File: src/rtl/regmap_pkg.sv
package regmap_pkg;

  localparam int unsigned PHYS_N = 4;
  localparam int unsigned IDX_W  = $clog2(PHYS_N);

  typedef enum logic [1:0] {
    NAME_DE     = 2'd0,
    NAME_HL     = 2'd1,
    NAME_DE_ALT = 2'd2,
    NAME_HL_ALT = 2'd3
  } regName_e;

  // strobes from control to datapath
  typedef struct packed {
    logic [PHYS_N-1:0] wrStrobe;
    logic [IDX_W-1:0]  rdIdx;
  } dpCtl_t;

  // resolve an architectural name to a physical slot
  function automatic logic [IDX_W-1:0] mapName(
    input logic [1:0] name,
    input logic       bankSel,
    input logic       activeSel,
    input logic       savedSel
  );
    logic [IDX_W-1:0] idx;
    unique case (name)
      NAME_HL:     idx = {bankSel,  activeSel};
      NAME_DE:     idx = {bankSel, ~activeSel};
      NAME_HL_ALT: idx = {~bankSel,  savedSel};
      default:     idx = {~bankSel, ~savedSel};
    endcase
    return idx;
  endfunction

endpackage

File: src/rtl/regmap_ctrl.sv
module regmap_ctrl
  import regmap_pkg::*;
(
  input  logic             clk,
  input  logic             rstN,
  input  logic             xchgDeHl,
  input  logic             xchgBanks,
  input  logic [1:0]       regName,
  input  logic             wrEn,
  output dpCtl_t           ctl,
  output logic [IDX_W-1:0] physIdx
);

  logic bankSel, activeSel, savedSel;
  logic bankNext, activeNext, savedNext;
  logic activeAfterDh;
  logic [IDX_W-1:0] curIdx;

  // stage 1: DE/HL inversion, stage 2: bank exchange
  always_comb begin
    activeAfterDh = activeSel ^ xchgDeHl;
    if (xchgBanks) begin
      bankNext   = ~bankSel;
      activeNext = savedSel;
      savedNext  = activeAfterDh;
    end else begin
      bankNext   = bankSel;
      activeNext = activeAfterDh;
      savedNext  = savedSel;
    end
  end

  always_ff @(posedge clk) begin
    if (!rstN) begin
      bankSel   <= 1'b0;
      activeSel <= 1'b0;
      savedSel  <= 1'b0;
    end else begin
      bankSel   <= bankNext;
      activeSel <= activeNext;
      savedSel  <= savedNext;
    end
  end

  assign curIdx     = mapName(regName, bankSel, activeSel, savedSel);
  assign physIdx    = curIdx;
  assign ctl.rdIdx  = curIdx;

  for (genvar g = 0; g < PHYS_N; g++) begin : g_strobe
    assign ctl.wrStrobe[g] = wrEn && (curIdx == IDX_W'(g));
  end

  AST_DEHL_ONLY_ACTIVE: assert property (@(posedge clk) disable iff (!rstN)
    (xchgDeHl && !xchgBanks) |=> (activeSel != $past(activeSel)) && $stable(bankSel) && $stable(savedSel));

  AST_BANK_SWAP: assert property (@(posedge clk) disable iff (!rstN)
    (xchgBanks && !xchgDeHl) |=> (bankSel != $past(bankSel)) && (activeSel == $past(savedSel)) && (savedSel == $past(activeSel)));

  AST_BOTH_ORDER: assert property (@(posedge clk) disable iff (!rstN)
    (xchgBanks && xchgDeHl) |=> (bankSel != $past(bankSel)) && (activeSel == $past(savedSel)) && (savedSel != $past(activeSel)));

  AST_IDLE_HOLD: assert property (@(posedge clk) disable iff (!rstN)
    (!xchgBanks && !xchgDeHl) |=> $stable(bankSel) && $stable(activeSel) && $stable(savedSel));

  AST_WR_ONEHOT: assert property (@(posedge clk) disable iff (!rstN)
    $onehot0(ctl.wrStrobe) && (wrEn || (ctl.wrStrobe == '0)));

endmodule

File: src/rtl/regmap_dp.sv
module regmap_dp
  import regmap_pkg::*;
#(
  parameter int unsigned DATA_W = 16
) (
  input  logic              clk,
  input  logic              rstN,
  input  dpCtl_t            ctl,
  input  logic [DATA_W-1:0] wrData,
  output logic [DATA_W-1:0] rdData
);

  logic [DATA_W-1:0] bank [PHYS_N];

  for (genvar g = 0; g < PHYS_N; g++) begin : g_reg
    always_ff @(posedge clk) begin
      if (!rstN)                bank[g] <= '0;
      else if (ctl.wrStrobe[g]) bank[g] <= wrData;
    end

    AST_HOLD_NO_WRITE: assert property (@(posedge clk) disable iff (!rstN)
      !ctl.wrStrobe[g] |=> $stable(bank[g]));

    AST_WRITE_LANDS: assert property (@(posedge clk) disable iff (!rstN)
      ctl.wrStrobe[g] |=> (bank[g] == $past(wrData)));
  end

  assign rdData = bank[ctl.rdIdx];

endmodule

File: src/rtl/regmap_top.sv
module regmap_top
  import regmap_pkg::*;
#(
  parameter int unsigned DATA_W = 16
) (
  input  logic              clk,
  input  logic              rstN,
  input  logic              xchgDeHl,
  input  logic              xchgBanks,
  input  logic [1:0]        regName,
  input  logic              wrEn,
  input  logic [DATA_W-1:0] wrData,
  output logic [DATA_W-1:0] rdData,
  output logic [1:0]        physIdx
);

  dpCtl_t ctl;

  regmap_ctrl u_ctrl (
    .clk       (clk),
    .rstN      (rstN),
    .xchgDeHl  (xchgDeHl),
    .xchgBanks (xchgBanks),
    .regName   (regName),
    .wrEn      (wrEn),
    .ctl       (ctl),
    .physIdx   (physIdx)
  );

  regmap_dp #(.DATA_W(DATA_W)) u_dp (
    .clk    (clk),
    .rstN   (rstN),
    .ctl    (ctl),
    .wrData (wrData),
    .rdData (rdData)
  );

endmodule

File: config.mk
export PLATFORM = sky130hd
export DESIGN_NAME = regmap_top
export DESIGN_NICKNAME = d
export VERILOG_FILES = /design/src/rtl/regmap_pkg.sv /design/src/rtl/regmap_ctrl.sv /design/src/rtl/regmap_dp.sv /design/src/rtl/regmap_top.sv
export SDC_FILE = /design/constraint.sdc
export NUM_CORES = 1
export LEC_CHECK = 0
export BUFFER_PORTS_ARGS = -buffer_cell sky130_fd_sc_hd__buf_4
export CAP_MARGIN = 0
export CORE_MARGIN = 3
export CORE_UTILIZATION = 55
export CTS_BUF_LIST = sky130_fd_sc_hd__clkbuf_4 sky130_fd_sc_hd__clkbuf_8 sky130_fd_sc_hd__clkbuf_16
export CTS_CLUSTER_SIZE = 20
export DETAILED_ROUTE_END_ITERATION = 8
export PLACE_DENSITY_LB_ADDON = 0.1
export SLEW_MARGIN = 20
export SYNTH_ARGS = -nofsm -noshare
export SYNTH_HDL_FRONTEND = slang
export SYNTH_SLANG_ARGS = --single-unit
File: constraint.sdc
create_clock -name clk -period 6.4 [get_ports clk]
set_clock_uncertainty 0.05 [all_clocks]
set_input_delay 1.28 -clock clk [delete_from_list [all_inputs] [get_ports clk]]
set_output_delay 1.28 -clock clk [all_outputs]
set_load 0.01 [all_outputs]
==> impl_metrics.csv <==
group,metric,value,unit
grt,grt_pass1_vias,1972,
grt,grt_max_degree,35,
clocking,cts_resized,0,
synth,netlist_area,0.00301,mm²
power_and_ir_drop,power_density,294,mW/mm²
run_status,status,"completed",
synth,postSynthAreaPerCell,14.7,µm²
timing,post-route-period-util,0.705,
worst_setup_path,r2r_setup_slack,3.53,ns
finish,num-fill-cells,381,
die,initial_core_util,0.578,
worst_setup_path,r2r-start,"u_ctrl.savedSel",
timing,worst_pin_slew,0.774,ns
timing,fmax,222,MHz
timing,max-slew-margin-rel,0.480,
worst_setup_path,critPathKind,"in2out",
timing,rsz0062_at_grt,"false",
synth,ys.warnings.count,0,
synth,synth_edf_count,64,
clocking,clk-insertion-delay-late,0.33,ns
die,placementRows,26,
worst_setup_path,worstSetupStartpoint,"regName[1]",
clocking,cts-root-buf,"clkbuf_8",
grt,overflow,0,
synth,yosys.cell_types.count,27,
finish,fin_util,0.687,
worst_setup_path,worstRegToRegCells,6,
worst_setup_path,arrival,3.18,ns
synth,synth_top_cell_area_share,0.639,
clocking,htree_levels,3,
timing,final-hold-violation-count,0,
clocking,cts_tree,"yes",
synth,yosysSeqAreaShare,0.659,
power_and_ir_drop,ir_worst_vdd,0.000198,V
clocking,cts_inserted_buffers,9,
place,port_buffers,40,
finish,area_delta_synth_final,18.8,%
drt,viasPerCell,5.76,
clocking,clkTransAtPathRegs,0.06,ns
drt,routed-wl-met3,336,µm
place,dp_hpwl,3.59,mm
die,die_h,80.0,µm
worst_setup_path,end_kind,"output pin",
synth,netlist_top_cells_area,"edfxtp_1 64%, nor3_1 11%, mux4_2 8.2%, mux4_1 4.4%, inv_1 2.1%",
finish,nets,272,
die,core-area,0.00520,mm²
drt,wl_met2,2.97,mm
min_path,hold_path_end,"u_ctrl.savedSel",
worst_setup_path,start_kind,"input port",
drt,drt_pass1_iterations,6,
drt,wl_per_cell,18.2,µm
worst_setup_path,cp_max_fo,34,
finish,antennaDiodeCount,0,
clocking,hold_buffers,0,
synth,synth_nets,228,
drt,vias,1865,
drt,drcViolationCount,0,
die,die_area,0.00639,mm²
grt,grt_usage,0.208,
grt,antenna_found_initial,0,
synth,synthArstFlopShare,0,
finish,drive_gt1_frac,0.299,
synth,yosys_register_bits,67,
synth,synth_top_area_cell,"edfxtp_1",
power_and_ir_drop,p_leak,1.37,nW
min_path,hp-start,"u_ctrl.savedSel",
timing,setup_viol,0,
die,die_w,80.0,µm
grt,grt_pass1_wl,9.63,mm
finish,layout_common_cells,"64 x nor3_1, 64 x edfxtp_1, 46 x buf_4, 17 x inv_1, 11 x mux4_2",
die,ioPinCount,41,
min_path,hold_path_depth,1,
clocking,cts_buffer_depth,2,
run,maxCapViolCount,0,
drt,wl,5.88,mm
worst_setup_path,cp_data_required_time,5.07,ns
timing,final-max-slew-violation-count,0,
worst_setup_path,rr_endpoint,"u_dp.bank[0][0]",
drt,routed.top_layer,"met4",
clocking,post_cts_buffers,0,
drt,drtAntennaViolNets,0,
timing,setup_tns,0,ns
drt,met1_length,2.47,mm
clocking,clock-sinks,67,
synth,synth_cells,205,
synth,synthFlopType,"edfxtp_1",
timing,post-route-min-period,4.51,ns
drt,drtIter0Drc,145,
place,place_congestion,0.716,
min_path,hold_path.class,"reg2reg",
[critical path: stages]
cell     delay, ns
buf_4         0.11
mux2i_1       0.38
xnor2_4       0.15
buf_4         0.44
mux4_1        0.65
buf_4         0.17
[routing by layer]
metal | vias up | GRT usage
li1 | 879 | -
met1 | 920 | 0.265
met4 | 0 | 0.0929
met2 | 58 | 0.338
met5 | - | 0
met3 | 8 | 0.0508
[cell type report]
class	instances	area [µm²]	share of cell area
Inverter	19	73.8	0.0206
Timing Repair Buffer	46	345	0.0966
Clock inverter	6	56.3	0.0157
Multi-Input combinational cell	106	900	0.252
Tap cell	70	87.6	0.0245
Sequential cell	67	1980	0.554
Clock buffer	10	131	0.0367
[cell usage after synthesis, types with 2 or more instances]
cell and count:
inv_1 17, and2_1 2, o21ai_0 5, mux4_2 11, dfxtp_1 3, edfxtp_1 64, nor3_1 64, xnor2_1 4
mux4_1 5, nand2_1 4, clkbuf_1 8, buf_6 3
[worst max path at each step]
| stage | cells past startpoint | slack, ns | to |
|---|---|---|---|
| floorplan | 4 | 2.53 | rdData[10] |
| global placement | 6 | 1.92 | rdData[15] |
| detailed placement | 6 | 1.86 | rdData[15] |
| CTS | 6 | 1.85 | rdData[15] |
| global route | 6 | 1.75 | rdData[15] |
| finish | 6 | 1.89 | rdData[15] |
[where the power goes]
part	switching (mW)	total, mW	leakage (nW)	internal [mW]
logic	0.103	0.189	0.575	0.0859
clock network	0.154	0.335	0.0969	0.181
registers	0.00953	0.527	0.695	0.517
[through the flow]
step | power [mW] | instance area [µm²] | std cells | hold WS (ns) | worst slack [ns]
after floorplan | 0.650 | 3010 | 205 | 0.484 | 2.53
after global placement | 0.721 | 3380 | 308 | 0.496 | 1.92
after detailed placement | 0.727 | 3390 | 308 | 0.544 | 1.86
after CTS | 1.06 | 3570 | 324 | 0.562 | 1.85
after global routing | 1.09 | 3580 | 324 | 0.580 | 1.75
final | 1.05 | 3580 | 324 | 0.556 | 1.89
[logic make-up after synthesis]
kind of cell | synth area share
AND/OR/NAND/NOR | 0.126
flip-flops | 0.659
AO/OA/AOI/OAI | 0.0170
multiplexers | 0.129
XOR/XNOR | 0.0200
buffers and inverters | 0.0486
[flip-flops by register name (all words and copies together) (netlist names)]
register,count
u_dp.bank,64
u_ctrl.activeSel,1
u_ctrl.bankSel,1
u_ctrl.savedSel,1
No activity file was read; power rests on OpenSTA's default activity.
